<file path="config.mk">
export PLATFORM = sky130hd
export DESIGN_NAME = ds0sa_align_buf
export DESIGN_NICKNAME = d
export VERILOG_FILES = /design/src/rtl/ds0sa_pkg.sv /design/src/rtl/ds0sa_history.sv /design/src/rtl/ds0sa_delay_ctl.sv /design/src/rtl/ds0sa_sig_store.sv /design/src/rtl/ds0sa_align_buf.sv
export SDC_FILE = /design/constraint.sdc
export NUM_CORES = 1
export LEC_CHECK = 0
export BUFFER_PORTS_ARGS = -buffer_cell sky130_fd_sc_hd__buf_4
export CORE_ASPECT_RATIO = 1.75
export CORE_MARGIN = 10
export CORE_UTILIZATION = 45
export CTS_CLUSTER_SIZE = 40
export DETAILED_ROUTE_END_ITERATION = 6
export PLACE_DENSITY = 0.72
export SKIP_CTS_REPAIR_TIMING = 1
export SLEW_MARGIN = 20
export SYNTH_ARGS = -nofsm -noshare
export SYNTH_HDL_FRONTEND = slang
export SYNTH_SLANG_ARGS = --single-unit
</file>
<file path="constraint.sdc">
create_clock -name clk -period 7.16 [get_ports clk]
set_input_delay 0.358 -clock clk [delete_from_list [all_inputs] [get_ports clk]]
set_output_delay 0.358 -clock clk [all_outputs]
set_load 0.01 [all_outputs]
</file>
<file path="src/rtl/ds0sa_pkg.sv">
package ds0sa_pkg;

    localparam int BYTE_W     = 8;
    localparam int SIG_PERIOD = 6;
    localparam int MAX_FRAMES = 24;
    localparam int FIDX_W     = $clog2(MAX_FRAMES);
    localparam int PH_W       = $clog2(SIG_PERIOD);
    localparam int LETTERS    = MAX_FRAMES / SIG_PERIOD;
    localparam int LET_W      = $clog2(LETTERS);
    localparam int HIST_DEPTH = SIG_PERIOD + 1;
    localparam int PTR_W      = $clog2(HIST_DEPTH);
    localparam int DLY_W      = $clog2(SIG_PERIOD + 1);

    localparam logic [BYTE_W-1:0] IDLE_CODE = '1;

    // Where a frame sits inside the signaling cycle
    typedef struct packed {
        logic             is_sig;
        logic [LET_W-1:0] letter;
        logic [PH_W-1:0]  phase;
    } fpos_t;

    // Source chosen for the outgoing byte
    typedef enum logic [1:0] {
        SRC_IDLE = 2'd0,
        SRC_DATA = 2'd1,
        SRC_SIG  = 2'd2
    } src_e;

    function automatic fpos_t locate(input logic [FIDX_W-1:0] fidx);
        fpos_t       p;
        int unsigned f;
        f        = 32'(fidx);
        p.phase  = PH_W'(f % SIG_PERIOD);
        p.letter = LET_W'(f / SIG_PERIOD);
        p.is_sig = (f % SIG_PERIOD) == 32'(SIG_PERIOD - 1);
        return p;
    endfunction

    // Frames to hold so the incoming phase reappears in the outgoing phase
    function automatic logic [DLY_W-1:0] frame_gap(input logic [PH_W-1:0] ph_in,
                                                   input logic [PH_W-1:0] ph_out);
        int unsigned d;
        d = (32'(ph_in) + 32'(SIG_PERIOD) - 32'(ph_out)) % SIG_PERIOD;
        if (d == 0) d = SIG_PERIOD;
        return DLY_W'(d);
    endfunction

endpackage

</file>
<file path="src/rtl/ds0sa_history.sv">
module ds0sa_history #(
    parameter  int DEPTH = 7,
    parameter  int WIDTH = 8,
    parameter  int LAG_W = 3,
    localparam int PTR_W = $clog2(DEPTH)
) (
    input  logic             clk,
    input  logic             rst,
    input  logic             wr_en,
    input  logic [WIDTH-1:0] wr_data,
    input  logic [LAG_W-1:0] lag,
    output logic [WIDTH-1:0] rd_data,
    output logic [PTR_W-1:0] wr_ptr,
    output logic [PTR_W-1:0] rd_ptr
);

    logic [WIDTH-1:0] mem [DEPTH];

    always_comb begin
        rd_ptr  = PTR_W'((32'(wr_ptr) + 32'(DEPTH) - 32'(lag)) % DEPTH);
        rd_data = mem[rd_ptr];
    end

    always_ff @(posedge clk) begin
        if (rst) begin
            wr_ptr <= '0;
            for (int i = 0; i < DEPTH; i++) mem[i] <= '1;
        end else if (wr_en) begin
            mem[wr_ptr] <= wr_data;
            wr_ptr      <= (wr_ptr == PTR_W'(DEPTH - 1)) ? '0 : wr_ptr + 1'b1;
        end
    end

endmodule

</file>
<file path="src/rtl/ds0sa_delay_ctl.sv">
module ds0sa_delay_ctl
    import ds0sa_pkg::*;
#(
    parameter int PERIOD = SIG_PERIOD,
    parameter int LAG_W  = DLY_W
) (
    input  logic            clk,
    input  logic            rst,
    input  logic            tick,
    input  logic            realign,
    input  logic [PH_W-1:0] in_ph,
    input  logic [PH_W-1:0] out_ph,
    output logic [LAG_W-1:0] lag,
    output logic            live
);

    logic             armed;
    logic [LAG_W-1:0] filled;

    always_ff @(posedge clk) begin
        if (rst) begin
            lag    <= LAG_W'(PERIOD);
            filled <= '0;
            armed  <= 1'b0;
        end else if (tick) begin
            if (realign) begin
                lag    <= LAG_W'(frame_gap(in_ph, out_ph));
                filled <= LAG_W'(1);
                armed  <= 1'b1;
            end else if (armed && filled != LAG_W'(PERIOD)) begin
                filled <= filled + 1'b1;
            end
        end
    end

    assign live = armed && !realign && (filled >= lag);

endmodule

</file>
<file path="src/rtl/ds0sa_sig_store.sv">
module ds0sa_sig_store #(
    parameter  int LETTERS = 4,
    localparam int LET_W   = $clog2(LETTERS)
) (
    input  logic             clk,
    input  logic             rst,
    input  logic             cap_en,
    input  logic [LET_W-1:0] cap_letter,
    input  logic             cap_bit,
    input  logic [LET_W-1:0] rd_letter,
    output logic             rd_bit
);

    logic [LETTERS-1:0] state;

    for (genvar i = 0; i < LETTERS; i++) begin : g_letter
        always_ff @(posedge clk) begin
            if (rst)                                    state[i] <= 1'b0;
            else if (cap_en && cap_letter == LET_W'(i)) state[i] <= cap_bit;
        end
    end

    assign rd_bit = state[rd_letter];

endmodule

</file>
<file path="src/rtl/ds0sa_align_buf.sv">
module ds0sa_align_buf
    import ds0sa_pkg::*;
#(
    parameter  int BYTE_WIDTH  = BYTE_W,
    parameter  int FRAME_IDX_W = FIDX_W,
    localparam int DEPTH       = SIG_PERIOD + 1
) (
    input  logic                   clk,
    input  logic                   rst,
    input  logic                   tick,
    input  logic                   realign,
    input  logic [BYTE_WIDTH-1:0]  in_byte,
    input  logic [FRAME_IDX_W-1:0] in_fidx,
    input  logic [FRAME_IDX_W-1:0] out_fidx,
    output logic [BYTE_WIDTH-1:0]  out_byte
);

    fpos_t                 ipos, opos;
    logic [DLY_W-1:0]      lag_w;
    logic                  live_w;
    logic [BYTE_WIDTH-1:0] delayed_w;
    logic [PTR_W-1:0]      wr_ptr_w, rd_ptr_w;
    logic                  sig_bit_w;
    src_e                  src;
    logic [BYTE_WIDTH-1:0] nxt_byte;

    assign ipos = locate(in_fidx);
    assign opos = locate(out_fidx);

    ds0sa_history #(
        .DEPTH (DEPTH),
        .WIDTH (BYTE_WIDTH),
        .LAG_W (DLY_W)
    ) u_hist (
        .clk     (clk),
        .rst     (rst),
        .wr_en   (tick),
        .wr_data (in_byte),
        .lag     (lag_w),
        .rd_data (delayed_w),
        .wr_ptr  (wr_ptr_w),
        .rd_ptr  (rd_ptr_w)
    );

    ds0sa_delay_ctl #(
        .PERIOD (SIG_PERIOD),
        .LAG_W  (DLY_W)
    ) u_dly (
        .clk     (clk),
        .rst     (rst),
        .tick    (tick),
        .realign (realign),
        .in_ph   (ipos.phase),
        .out_ph  (opos.phase),
        .lag     (lag_w),
        .live    (live_w)
    );

    ds0sa_sig_store #(
        .LETTERS (LETTERS)
    ) u_sig (
        .clk        (clk),
        .rst        (rst),
        .cap_en     (tick && ipos.is_sig),
        .cap_letter (ipos.letter),
        .cap_bit    (in_byte[0]),
        .rd_letter  (opos.letter),
        .rd_bit     (sig_bit_w)
    );

    always_comb begin
        if (!live_w)          src = SRC_IDLE;
        else if (opos.is_sig) src = SRC_SIG;
        else                  src = SRC_DATA;
    end

    always_comb begin
        case (src)
            SRC_DATA: nxt_byte = delayed_w;
            SRC_SIG:  nxt_byte = {delayed_w[BYTE_WIDTH-1:1], sig_bit_w};
            default:  nxt_byte = IDLE_CODE;
        endcase
    end

    always_ff @(posedge clk) begin
        if (rst)       out_byte <= IDLE_CODE;
        else if (tick) out_byte <= nxt_byte;
    end

endmodule

</file>
# [Word level (Yosys, flattened, before mapping)]
# Memories as Yosys holds them, arrays and structs flattened.
# Cells that the tools add are included.
[op_classes] add_sub_neg=6 div_mod_pow=6 n_lt_le_gt_ge=2 eq_ne=9 mux=17 reduce_logical=15
[op_table] op="$div 5x3->32 const B" n=2
[op_table] op="$eq 32x3->1 const B" n=2
[op_table] op="$mod 32x3->32 const B" n=2
[op_table] op="$mod 5x3->32 const B" n=2
[op_table] op="$sub 32x3->32" n=2
[op_table] op="$logic_not 32->1" n=1
[op_table] op="$pmux 8 s2" n=1
[op_table] op="$mux 3" n=5
[op_table] op="$add 3x3->4 const B" n=2
[op_table] op="$logic_and 1x1->1" n=8
[op_table] op="$mux 8" n=1
[op_table] op="$reduce_or 8->1" n=1
[op_table] op="$mux 1" n=7
[op_table] op="$add 3x1->3 const B" n=2
[op_table] op="$eq 2x2->1 const B" n=3
[op_table] op="$eq 2x1->1 const B" n=2
[op_table] op="$mux 2" n=2
[op_table] op="$reduce_and 2->1" n=2
[op_table] op="$eq 3x3->1 const B" n=1
[op_table] op="$ge 3x3->1" n=1
[op_table] op="$lt 2x3->1 const B" n=1
[op_table] op="$ne 3x3->1 const B" n=1
[op_table] op="$bmux 1 s2" n=1
[op_table] op="$logic_not 2->1" n=1
[op_table] op="2 further kinds" n=2
[totals] regBits=22 mem_bits_rw=56 input_bits=22 out_inout_bits=8 elab_cells=65 n_memories=1
[mem_list] name="u_hist.mem" depth=7 width=8 read_ports=1 rd_clocked_by_memory_dff=0 wr=7 line="ds0sa_history.sv:17" text="logic [WIDTH-1:0] mem [DEPTH];"

# [Depth between registers and ports, before layout]
# Gate-level depths: netlist (run 1).
[depth] ltp_word=6 ltp_mapped=33 ltp_nobuf=31

# [Hierarchy]
# Synthesis (run 1) repeated with hierarchy kept, for this count alone.
[hier_totals] cells_unflattened=525 hier_area_um2=5062.4
[by_module_without_submodules] mod="ds0sa_history" n_inst=1 cells_per_inst=333 area_each_um2=3468.3 seq_area_each_um2=1901.8
[by_module_without_submodules] mod="ds0sa_align_buf" n_inst=1 cells_per_inst=92 area_each_um2=754.5 seq_area_each_um2=160.2
[by_module_without_submodules] mod="ds0sa_delay_ctl" n_inst=1 cells_per_inst=82 area_each_um2=638.1 seq_area_each_um2=140.1
[by_module_without_submodules] mod="ds0sa_sig_store" n_inst=1 cells_per_inst=18 area_each_um2=201.4 seq_area_each_um2=80.1

# [Worst setup path after synthesis (run 1)]
# OpenSTA, ideal clock, no wires.
[synth_timing] kind="input -> register" startpoint="input in_fidx[3]" endpoint="register u_dly.lag[1]" setup_time_ns=0.122 t_arrival_ns=5.761 setup_slack_ns=1.277 path_stages=30 n_path_buf=3 path_cell_list="buf_4 clkbuf_1 ha_1 or3_1 nand2_1 o311ai_0 o21ai_0 ha_1 a21boi_0 o21ai_0 ha_1 nor4b_1 o2111a_1 nor2_2 nand2_1 inv_1 ha_1 buf_1 nand3_1 a31o_1 a211o_4 nand2_1 o21a_1 inv_1 ha_1 or3_1 a221oi_1 a31oi_1 a31oi_1 nor3_1"
[synth_via] elab_chain_len=6
[synth_lines] element="start: declaration" line="ds0sa_align_buf.sv:13" text="input logic [FRAME_IDX_W-1:0] in_fidx,"
[synth_lines] element="$mod 5x3->32 (*)" line="ds0sa_pkg.sv:34" text="p.phase = PH_W'(f % SIG_PERIOD);"
[synth_lines] element="$add 3x3->4 (*)" line="ds0sa_pkg.sv:44" text="d = (32'(ph_in) + 32'(SIG_PERIOD) - 32'(ph_out)) % SIG_PERIOD;"
[synth_lines] element="$sub 32x3->32 (*)" line="ds0sa_pkg.sv:44"
[synth_lines] element="$mod 32x3->32 (*)" line="ds0sa_pkg.sv:44"
[synth_lines] element="$logic_not 32->1" line="ds0sa_pkg.sv:45" text="if (d == 0) d = SIG_PERIOD;"
[synth_lines] element="$mux 3 (*)" line="ds0sa_pkg.sv:45"
[synth_lines] element="end signal: assignment" line="ds0sa_delay_ctl.sv:22" text="lag <= LAG_W'(PERIOD);"
[synth_lines] element="end signal: assignment" line="ds0sa_delay_ctl.sv:27" text="lag <= LAG_W'(frame_gap(in_ph, out_ph));"
[synth_lines] element="end: declaration" line="ds0sa_delay_ctl.sv:13" text="output logic [LAG_W-1:0] lag,"
# Every way passes the cells marked *; elsewhere a longest branch is shown, timed or not.
# A chain may end at the register's enable or synchronous reset.

# [Worst setup path in the final report (run 1)]
[layout_timing] startpoint="register u_hist.wr_ptr[1]" endpoint="register out_byte[4]"
[layout_via] elab_chain_len=5
[layout_lines] element="start: declaration" line="ds0sa_history.sv:13" text="output logic [PTR_W-1:0] wr_ptr,"
[layout_lines] element="start signal: assignment" line="ds0sa_history.sv:30" text="wr_ptr <= (wr_ptr == PTR_W'(DEPTH - 1)) ? '0 : wr_ptr + 1'b1;"
[layout_lines] element="$add 3x3->4" line="ds0sa_history.sv:20" text="rd_ptr = PTR_W'((32'(wr_ptr) + 32'(DEPTH) - 32'(lag)) % DEPTH);"
[layout_lines] element="$sub 32x3->32" line="ds0sa_history.sv:20"
[layout_lines] element="$mod 32x3->32" line="ds0sa_history.sv:20"
[layout_lines] element="$mem_v2 7x8"
[layout_lines] element="$pmux 8 s2" line="ds0sa_align_buf.sv:78" text="case (src)"
[layout_lines] element="end signal: assignment" line="ds0sa_align_buf.sv:87" text="else if (tick) out_byte <= nxt_byte;"
[layout_lines] element="end: declaration" line="ds0sa_align_buf.sv:15" text="output logic [BYTE_WIDTH-1:0] out_byte"
# No other way between the ends.

==> results.yml, run 1 <==
setup_path:
  critPathKind: "register to register"
  crit_start: "u_hist.wr_ptr[1]"
  cp.arrival_ns: 6.61
  worst_setup_path_endpoint: "out_byte[4]"
  critPathMostFrequentCell: "sky130_fd_sc_hd__ha_1"
  cp_cell_sequence: "inv_1 -> ha_1 -> inv_1 -> ha_1 -> nor2b_1 -> o21a_1 -> nor2_1 -> ha_1 -> inv_1 -> a21boi_1 -> ha_1 -> a21oi_1 -> a22oi_1 -> xnor2_1 -> ha_1 -> a21boi_0 -> o221a_2 -> nand3b_1 -> mux2i_4 -> buf_4 -> mux2_2 -> o21ai_1 -> a21oi_1 -> o22a_1"
  worstSetupEndpointType: "register"
  cp.required_ns: 7.40
  rr_worst_depth: 24
  worstReg2RegEnd: "out_byte[4]"
  cp-start-kind: "register"
  max_stage_delay_ns: 0.68
  crit_slowest_cell: "sky130_fd_sc_hd__mux2i_4"
  timing.critical_path.fanout_max: 20
  crit-reg2reg-launch: "u_hist.wr_ptr[1]"
  rrSetupSlack_ns: 0.79
clock_network:
  skew_pair_late_insertion_delay_ns: 0.34
  cts-buffers-inserted: 9
  root_buffer: "sky130_fd_sc_hd__clkbuf_16"
  ctsHtreeMaxLevel: 3
  clockBufferDepth: 2
  cts_tree: "yes"
  cts_num_sinks: 86
  path_clk_slew_ns: 0.06
sta:
  timing.max_slew.rel_slack_pct: 36.5
  fin_worst_skew_ns: 0.00750
  period_needed_ns: 6.37
  timing.final.crit_share_pct: 89.0
  worst-slew-pin-transition_ns: 0.953
  final-max-slew-violation-count: 0
  max_clock_freq_ghz: 0.157
  setup_repair_after_global_routing_missed_its_margin: "false"
  timing_hold_violations_final: 0
  totalNegativeSetupSlack_ns: 0
  setup_violation_total_in_the_final_timing_report: 0
  timing.final.ws_setup_ns: 0.790
grt:
  grt_pass1_vias: 5112
  grt_first_pass_wirelength_mm: 24.2
  initial_antenna_violation_count: 0
  pin_count_of_the_biggest_net_entering_global_routing: 31
  grt-ovfl-total: 0
  grt_use_total_pct: 15.9
routing:
  highest_layer: "met4"
  drt_pass1_iterations: 5
  wire_per_inst_um: 17.6
  remaining_drc_errors: 0
  routed_vias: 5053
  antenna_left: 0
  detail_route.iter0.violations: 309
  detail_route.wirelength_mm: 15.0
  met3_length_um: 552
  routedLengthMet1_mm: 5.59
  met2WireLength_mm: 8.29
  detail_route.vias_per_cell: 5.95
die:
  initial_utilization_pct: 46.1
  core_outline_area_um2: 13000
  die_area_um2: 18500
  num_io_pins: 30
  floorplan.die.width_um: 107
  die-height_um: 173
  placement_rows: 55
cells_and_area:
  antenna_cells: 0
  register_area_um2: 2280
  multi_input_comb_area_um2: 3380
  layout_stage_area_growth_over_the_synthesis_result_pct: 9.93
  drive_above_1_share_pct: 12.8
  fin_util_pct: 50.7
  nets: 722
  fillcell_total: 1161
yosys:
  number_of_distinct_standard_cells_referenced_by_the_synthesized_netlist: 90
  synth.ff_latch_count: 86
  fraction_of_the_yosys_area_taken_by_sequential_cells_pct: 38.0
  synth.cells.most_frequent: "sky130_fd_sc_hd__nand2_1, sky130_fd_sc_hd__edfxtp_1, sky130_fd_sc_hd__nor2_1"
  ys_async_sr_fraction_pct: 0
  synth-edff-count: 56
  yosys.area.top_type: "sky130_fd_sc_hd__edfxtp_1"
  post_synth_main_area_contributors: "sky130_fd_sc_hd__edfxtp_1, sky130_fd_sc_hd__dfxtp_1, sky130_fd_sc_hd__ha_1"
  synthesis.nets: 713
  synth_warnings: 0
  post_synth_instance_area_um2: 6000
  synth_flop_cell: "sky130_fd_sc_hd__edfxtp_1"
  synth_cells: 664
  synth.top_cell.area_share_pct: 28.0
  syn_avg_cell_area_um2: 9.04
  post-synth-top-count-cell: "sky130_fd_sc_hd__nand2_1"
worst_hold_path:
  hold_path_cells: 2
  hold_path_class: "input pin to register"
  worst_hold_startpoint: "in_byte[6]"
run:
  count_of_max_cap_constraint_violations: 0
outcome:
  outcome: "finished, final reports clean"
placement:
  dp_worst_setup_slack_ns: 0.576
  gp_congestion: 0.888
  hpwlAfterDp_mm: 11.2
  buffer_ports.inserted: 29
pwr:
  pwr_density_cell_nw_per_um2: 353
  max-vdd-ir-drop_mv: 0.189
  p_total_uw: 2330
  power.static_leakage_uw: 0.00242
state kept, by name (all words and copies together), names as in the netlist:
| register | cells |
|---|---|
| u_hist.wr_ptr | 3 |
| out_byte | 8 |
| u_dly.armed | 1 |
| u_dly.filled | 3 |
| u_sig.state | 4 |
| u_dly.lag | 3 |
| u_hist.mem | 64 |
per-stage QoR:
| stage | hold slack (ns) | area, um^2 | cells |
|---|---|---|---|
| after floorplan | 0.436 | 6000 | 664 |
| after global placement | 0.444 | 6310 | 833 |
| after detailed placement | 0.472 | 6310 | 833 |
| after CTS | 0.305 | 6600 | 849 |
| after global routing | 0.309 | 6600 | 849 |
| final | 0.306 | 6600 | 849 |
how the worst min path moves through the flow:
stage                  endpoint  slack [ns]
2_1_floorplan    u_sig.state[0]        0.44
3_3_place_gp     u_sig.state[0]        0.44
3_5_place_dp   u_hist.mem[6][4]        0.47
4_1_cts        u_hist.mem[2][6]        0.30
5_1_grt        u_hist.mem[3][2]        0.31
6_report       u_hist.mem[2][6]        0.31
kinds of logic (layout without fill, tap and decap cells):
group	Yosys count	count (layout)	share of synthesized area (%)
adder cells (fa/ha/maj)	28	28	5.92
flip-flops	86	86	38.0
XOR/XNOR	7	7	1.02
AND/OR/NAND/NOR	248	248	21.5
AO/OA/AOI/OAI	181	181	21.6
buffers and inverters	78	92	5.78
multiplexers	36	36	6.21
per-layer routing:
metal | up-vias | global-route usage, %
met1 | 2420 | 15.3
met4 | 0 | 8.11
met5 | - | 0
li1 | 2461 | -
met3 | 41 | 2.68
met2 | 131 | 30.5
cells in the final DEF (no fill, tap or decap), types with 6 or more instances in the layout:
cell	Yosys	layout
sky130_fd_sc_hd__a21o_1	6	6
sky130_fd_sc_hd__clkbuf_16	0	9
sky130_fd_sc_hd__o211ai_1	15	15
sky130_fd_sc_hd__nor3_1	8	8
sky130_fd_sc_hd__or3_1	14	14
sky130_fd_sc_hd__dfxtp_1	30	30
sky130_fd_sc_hd__inv_1	37	37
sky130_fd_sc_hd__a31oi_1	10	10
sky130_fd_sc_hd__nor2b_1	15	15
sky130_fd_sc_hd__edfxtp_1	56	56
sky130_fd_sc_hd__ha_1	26	26
sky130_fd_sc_hd__o22a_1	8	8
sky130_fd_sc_hd__a21oi_1	40	40
sky130_fd_sc_hd__o21ai_0	30	30
sky130_fd_sc_hd__nand2b_1	22	22
sky130_fd_sc_hd__nand2_1	70	70
sky130_fd_sc_hd__nor2_1	52	52
sky130_fd_sc_hd__mux2_2	10	10
sky130_fd_sc_hd__buf_4	4	39
sky130_fd_sc_hd__or2_2	6	6
sky130_fd_sc_hd__nand3_1	18	18
sky130_fd_sc_hd__mux2i_1	26	25
sky130_fd_sc_hd__a211oi_1	12	12
worst max-delay path, delay by kind of cell (launching register included):
family	cells	cell delay, ns
XOR/XNOR	1	0.25
AND/OR/NAND/NOR	3	0.50
adder cells (fa/ha/maj)	5	1.58
buffers and inverters	4	0.66
multiplexers	2	1.03
AO/OA/AOI/OAI	9	1.71
flip-flops	1	0.54
cell type report:
type | instances | share of cell area, %
Multi-Input combinational cell | 500 | 51.3
Sequential cell | 86 | 34.6
Timing Repair Buffer | 39 | 4.44
Clock buffer | 12 | 3.58
Tap cell | 171 | 3.24
Inverter | 37 | 2.11
Clock inverter | 4 | 0.721
power breakdown:
part	leakage, uW	internal (uW)	switching, uW
clock	0.000139	270	180
combinational	0.00160	525	808
sequential	0.000678	540	8.38
(Power assumes the default switching activity.)
==> run 2: changes to the inputs <==
- GPL_ROUTABILITY_DRIVEN: not set -> 1
- SYNTH_HIERARCHICAL: not set -> 1
- TNS_END_PERCENT: not set -> 20
==> results.yml, run 2 <==
routing:
  detail_route.vias_per_cell: 5.97
  wire_per_inst_um: 18.7
  antenna_left: 0
  drt_pass1_iterations: 7
  routed_vias: 4017
  detail_route.iter0.violations: 307
  remaining_drc_errors: 0
  detail_route.wirelength_mm: 12.6
sta:
  final-max-slew-violation-count: 0
  setup_repair_after_global_routing_missed_its_margin: "false"
  period_needed_ns: 5.60
  totalNegativeSetupSlack_ns: 0
  max_clock_freq_ghz: 0.179
  timing.final.crit_share_pct: 78.2
  setup_violation_total_in_the_final_timing_report: 0
  fin_worst_skew_ns: 0.00602
  timing_hold_violations_final: 0
  worst-slew-pin-transition_ns: 1.05
  timing.max_slew.rel_slack_pct: 29.8
grt:
  grt_pass1_vias: 3954
  grt_use_total_pct: 15.7
  grt_first_pass_wirelength_mm: 19.9
  initial_antenna_violation_count: 0
  grt-ovfl-total: 0
  pin_count_of_the_biggest_net_entering_global_routing: 41
yosys:
  yosys.area.top_type: "sky130_fd_sc_hd__edfxtp_1"
  synth.ff_latch_count: 86
  syn_avg_cell_area_um2: 9.64
  post-synth-top-count-cell: "sky130_fd_sc_hd__inv_1"
  synth.top_cell.area_share_pct: 33.2
  post_synth_instance_area_um2: 5060
  synth_flop_cell: "sky130_fd_sc_hd__edfxtp_1"
  synthesis.nets: 569
  fraction_of_the_yosys_area_taken_by_sequential_cells_pct: 45.1
  synth_warnings: 6
  post_synth_main_area_contributors: "sky130_fd_sc_hd__edfxtp_1, sky130_fd_sc_hd__dfxtp_1, sky130_fd_sc_hd__o2111ai_1"
  synth_cells: 525
  number_of_distinct_standard_cells_referenced_by_the_synthesized_netlist: 61
  synth-edff-count: 56
  ys_async_sr_fraction_pct: 0
  synth.cells.most_frequent: "sky130_fd_sc_hd__inv_1, sky130_fd_sc_hd__edfxtp_1, sky130_fd_sc_hd__nand2_1, sky130_fd_sc_hd__nand3_1, sky130_fd_sc_hd__nor2_1"
clock_network:
  cts-buffers-inserted: 9
  ctsHtreeMaxLevel: 3
  skew_pair_late_insertion_delay_ns: 0.34
  cts_tree: "yes"
  clockBufferDepth: 2
  root_buffer: "sky130_fd_sc_hd__clkbuf_16"
  path_clk_slew_ns: 0.06
  cts_num_sinks: 86
placement:
  hpwlAfterDp_mm: 9.30
  gp_congestion: 1.06
  buffer_ports.inserted: 29
setup_path:
  worstReg2RegEnd: "out_byte[0]"
  cp_cell_sequence: "ha_1 -> inv_1 -> fa_1 -> inv_1 -> ha_1 -> ha_1 -> a311o_1 -> nand2_1 -> ha_1 -> inv_1 -> a211oi_1 -> or3_1 -> and2_1 -> o2111ai_1 -> and4_1 -> inv_1 -> a31oi_1 -> o31a_1"
  cp.required_ns: 7.39
  rr_worst_depth: 18
  worstSetupEndpointType: "register"
  rrSetupSlack_ns: 1.56
  timing.critical_path.fanout_max: 33
  cp-start-kind: "register"
  max_stage_delay_ns: 0.94
  critPathKind: "register to register"
  cp.arrival_ns: 5.83
  crit-reg2reg-launch: "u_hist/wr_ptr[0]"
  crit_slowest_cell: "sky130_fd_sc_hd__and2_1"
die:
  placement_rows: 51
  num_io_pins: 30
  core_outline_area_um2: 11100
  die-height_um: 160
  die_area_um2: 16100
  floorplan.die.width_um: 100
  initial_utilization_pct: 45.6
pwr:
  share_seq_of_total_power_pct: 39.1
  power_frac_comb_pct: 28.5
  internal_power_uw: 956
  p_sw_uw: 446
  pwr_density_cell_nw_per_um2: 250
  power.static_leakage_uw: 0.00226
  p_sw_share_pct: 31.8
  p_total_uw: 1400
  power_frac_clock_pct: 32.4
  max-vdd-ir-drop_mv: 0.129
cells_and_area:
  nets: 580
  drive_above_1_share_pct: 11.8
  fillcell_total: 1044
  flip_flop_count_of_the_largest_register_all_copies_and_words_added: 64
  biggestRegsByFlops: "u_hist/mem x64, out_byte x8, u_sig/state x4"
  antenna_cells: 0
  layout.cells.most_common_list: "sky130_fd_sc_hd__inv_1, sky130_fd_sc_hd__edfxtp_1, sky130_fd_sc_hd__nand2_1, sky130_fd_sc_hd__nand3_1, sky130_fd_sc_hd__nor2_1"
  most_common_cell_after_layout_fill_and_taps_aside: "sky130_fd_sc_hd__inv_1"
  reg_with_most_ffs: "u_hist/mem"
  layout_stage_area_growth_over_the_synthesis_result_pct: 10.7
run:
  count_of_max_cap_constraint_violations: 0
worst_hold_path:
  worstHoldEndpoint: "u_hist/mem[6][5]"
  worst_hold_startpoint: "in_byte[5]"
  hold_path_class: "input pin to register"
  hold_path_cells: 2
outcome:
  outcome: "finished, final reports clean"
## run 2: cell types whose count changed in the layout (fill, tap and decap cells not counted), moves of 18 or more
| cell | change |
|---|---|
| sky130_fd_sc_hd__a21oi_1 | -27 |
| sky130_fd_sc_hd__inv_1 | +27 |
| sky130_fd_sc_hd__mux2i_1 | -18 |
| sky130_fd_sc_hd__nand2_1 | -33 |
| sky130_fd_sc_hd__nand3_1 | +19 |
| sky130_fd_sc_hd__nor2_1 | -18 |
| sky130_fd_sc_hd__o2111ai_1 | +31 |
| sky130_fd_sc_hd__o21ai_0 | -23 |
## run 2: routing by layer
metal	wire length, um	GRT usage (%)	vias to the layer above
met5	0	0	-
met4	782	10.5	0
met3	601	3.39	55
met2	6920	29.5	139
met1	4280	14.3	1915
li1	-	-	1908
## run 2: metrics by stage
| step | instance area (um^2) | setup slack (ns) | cells | util, % | hold WS, ns |
|---|---|---|---|---|---|
| after floorplan | 5060 | 3.18 | 525 | - | 0.430 |
| after global placement | 5310 | 1.99 | 657 | 47.8 | 0.460 |
| after detailed placement | 5310 | 1.66 | 657 | 47.8 | 0.477 |
| after CTS | 5600 | 1.61 | 673 | 50.4 | 0.262 |
| after global routing | 5600 | 1.06 | 673 | 50.5 | 0.263 |
| final | 5600 | 1.56 | 673 | 50.5 | 0.259 |
## run 2: how the worst max path moves through the flow
stage	from	end	cells after the start
final	u_hist/wr_ptr[0]	out_byte[0]	18
after global routing	u_hist/wr_ptr[0]	out_byte[0]	18
after CTS	u_hist/wr_ptr[0]	out_byte[0]	18
after detailed placement	u_hist/wr_ptr[0]	out_byte[0]	18
after global placement	u_hist/wr_ptr[0]	out_byte[0]	18
after floorplan	u_hist/wr_ptr[1]	out_byte[0]	19
## run 2: cell type report
type / instances / area [um^2] / area share (%)
Timing Repair Buffer: 33 / 248 / 4.42
Inverter: 66 / 248 / 4.42
Clock buffer: 10 / 229 / 4.09
Tap cell: 132 / 165 / 2.95
Clock inverter: 6 / 62.6 / 1.12
Sequential cell: 86 / 2280 / 40.7
Multi-Input combinational cell: 340 / 2370 / 42.3
## run 2: power groups by stage
stage / logic, uW / registers [uW] / clock network, uW
after floorplan: 313 / 555 / 0
after global placement: 370 / 558 / 0
after detailed placement: 389 / 559 / 0
after CTS: 390 / 548 / 463
after global routing: 436 / 550 / 479
final: 399 / 548 / 455
## run 2: cells by family (layout without fill, tap and decap cells)
kind of cell	count (synthesis)	after routing	share of synthesized area (%)
and+or+nand+nor	195	195	20.8
AOI/OAI and AO/OA	100	100	15.2
buffers and inverters	99	115	8.28
DFF	86	86	45.1
adders and majority gates	22	22	5.59
muxes	13	13	3.19
xor gates and xnor gates	10	10	1.88
## run 2: worst max-delay path, delay by kind of cell (launching register included)
kind	cells	cell delay, ns
simple gates	4	2.09
buf+inv	4	0.24
fa+ha+maj	5	1.47
compound gates	5	1.17
flops	1	0.52
==> run 3: changes to the inputs <==
- clock period: 7.16 -> 5.4 ns (I/O delays scaled with it)
==> results.yml, run 3 (synthesized netlist as in run 2, its figures left out) <==
grt:
  grt_first_pass_wirelength_mm: 20.4
  initial_antenna_violation_count: 0
  grt_pass1_vias: 4077
  grt_use_total_pct: 16.2
  pin_count_of_the_biggest_net_entering_global_routing: 41
  grt-ovfl-total: 0
cells_and_area:
  fillcell_total: 1036
  layout_stage_area_growth_over_the_synthesis_result_pct: 12.5
  drive_above_1_share_pct: 12.2
  flip_flop_count_of_the_largest_register_all_copies_and_words_added: 64
  multi_input_comb_area_um2: 2380
  final_design_area_no_fill_um2: 5700
  reg_with_most_ffs: "u_hist/mem"
  biggestRegsByFlops: "u_hist/mem x64, out_byte x8, u_sig/state x4"
  fin_util_pct: 51.3
  register_area_um2: 2280
  nets: 582
  antenna_cells: 0
  layout.cells.most_common_list: "sky130_fd_sc_hd__inv_1, sky130_fd_sc_hd__edfxtp_1, sky130_fd_sc_hd__nand2_1, sky130_fd_sc_hd__nand3_1, sky130_fd_sc_hd__buf_4"
  most_common_cell_after_layout_fill_and_taps_aside: "sky130_fd_sc_hd__inv_1"
routing:
  drt_pass1_iterations: 5
  detail_route.wirelength_mm: 13.1
  routed_vias: 4067
  wire_per_inst_um: 19.4
  detail_route.vias_per_cell: 6.03
  detail_route.iter0.violations: 361
  remaining_drc_errors: 0
  antenna_left: 0
worst_hold_path:
  worst_hold_startpoint: "in_byte[5]"
  hold_path_class: "input pin to register"
  worstHoldEndpoint: "u_hist/mem[6][5]"
  hold_path_cells: 2
clock_network:
  root_buffer: "sky130_fd_sc_hd__clkbuf_16"
  path_clk_slew_ns: 0.06
  clockBufferDepth: 2
  cts_tree: "yes"
  cts_num_sinks: 86
  cts-buffers-inserted: 9
  skew_pair_late_insertion_delay_ns: 0.34
  ctsHtreeMaxLevel: 3
sta:
  max_clock_freq_ghz: 0.209
  setup_repair_after_global_routing_missed_its_margin: "false"
  setup_violation_total_in_the_final_timing_report: 0
  fin_worst_skew_ns: 0.00881
  timing_hold_violations_final: 0
  timing.final.crit_share_pct: 88.6
  period_needed_ns: 4.78
  timing.max_slew.rel_slack_pct: 47.2
  totalNegativeSetupSlack_ns: 0
  final-max-slew-violation-count: 0
  worst-slew-pin-transition_ns: 0.789
placement:
  buffer_ports.inserted: 29
  dpl-instance-area_um2: 5320
  gp_congestion: 0.978
  hpwlAfterDp_mm: 9.72
setup_path:
  cp.required_ns: 5.63
  crit_start: "u_hist/wr_ptr[0]"
  critPathKind: "register to register"
  timing.critical_path.fanout_max: 18
  cp-start-kind: "register"
  rr_worst_depth: 19
  rrSetupSlack_ns: 0.62
  cp.arrival_ns: 5.01
  worstReg2RegEnd: "out_byte[6]"
  crit-reg2reg-launch: "u_hist/wr_ptr[0]"
  worstSetupEndpointType: "register"
pwr:
  max-vdd-ir-drop_mv: 0.165
  pwr_density_cell_nw_per_um2: 352
  power.static_leakage_uw: 0.00231
die:
  placement_rows: 51
  num_io_pins: 30
  die-height_um: 160
  die_area_um2: 16100
  initial_utilization_pct: 45.6
  core_outline_area_um2: 11100
  floorplan.die.width_um: 100
run:
  count_of_max_cap_constraint_violations: 0
outcome:
  outcome: "finished, final reports clean"
==> run 3: cell types whose count changed in the layout (fill, tap and decap cells not counted) <==
| cell | delta |
|---|---|
| sky130_fd_sc_hd__clkinv_2 | -1 |
| sky130_fd_sc_hd__o21ai_4 | +1 |
| sky130_fd_sc_hd__clkinv_1 | +1 |
| sky130_fd_sc_hd__clkbuf_1 | -1 |
| sky130_fd_sc_hd__o21ai_2 | -1 |
| sky130_fd_sc_hd__bufinv_16 | +3 |
| sky130_fd_sc_hd__buf_4 | +2 |
| sky130_fd_sc_hd__clkinvlp_4 | -2 |
==> run 3: worst max-delay path, stage by stage, from the launching register on <==
cell,delay (ns)
sky130_fd_sc_hd__dfxtp_1,0.51
sky130_fd_sc_hd__ha_1,0.23
sky130_fd_sc_hd__inv_1,0.05
sky130_fd_sc_hd__fa_1,0.58
sky130_fd_sc_hd__inv_1,0.08
sky130_fd_sc_hd__ha_1,0.21
sky130_fd_sc_hd__ha_1,0.25
sky130_fd_sc_hd__a311o_1,0.30
sky130_fd_sc_hd__nand2_1,0.10
sky130_fd_sc_hd__ha_1,0.19
sky130_fd_sc_hd__inv_1,0.05
sky130_fd_sc_hd__a211oi_1,0.45
sky130_fd_sc_hd__or3_1,0.21
sky130_fd_sc_hd__and2_1,0.46
sky130_fd_sc_hd__buf_4,0.32
sky130_fd_sc_hd__o2111ai_1,0.12
sky130_fd_sc_hd__and4_1,0.23
sky130_fd_sc_hd__nand3b_1,0.14
sky130_fd_sc_hd__o21ai_0,0.11
sky130_fd_sc_hd__nand2b_1,0.08
==> run 3: area by class of cell <==
| class | instances | share of cell area (%) |
|---|---|---|
| Clock buffer | 9 | 3.95 |
| Clock inverter | 7 | 2.39 |
| Inverter | 66 | 4.35 |
| Multi-Input combinational cell | 340 | 41.7 |
| Sequential cell | 86 | 40.1 |
| Tap cell | 132 | 2.90 |
| Timing Repair Buffer | 35 | 4.61 |
==> run 3: power by group <==
part           leakage [uW]  switching (uW)  internal, uW
Sequential         0.000682            10.8           716
Combinational       0.00145             339           202
Clock              0.000175             243           496
==> run 3: per-layer routing <==
layer,vias to the layer above,global-route usage (%),wire (um)
li1,1915,-,-
met3,62,3.18,576
met1,1941,14.8,4300
met5,-,0,0
met4,0,12.0,889
met2,149,29.8,7300
==> run 3: worst max path at each step <==
stage                     slack, ns          end  depth (start not counted)
after detailed placement       0.48  out_byte[6]                         19
after global placement         0.71  out_byte[6]                         19
after floorplan                1.42  out_byte[0]                         19
after global routing           0.26  out_byte[6]                         19
final                          0.62  out_byte[6]                         19
after CTS                      0.42  out_byte[6]                         19
==> run 3: per-stage QoR <==
step	hold slack (ns)	instances	power [uW]	setup slack (ns)
6_report	0.179	675	2010	0.617
3_3_place_gp	0.463	659	1240	0.708
5_1_grt	0.183	675	2090	0.257
4_1_cts	0.168	675	2010	0.422
2_1_floorplan	0.342	525	1150	1.42
3_5_place_dp	0.472	659	1260	0.480
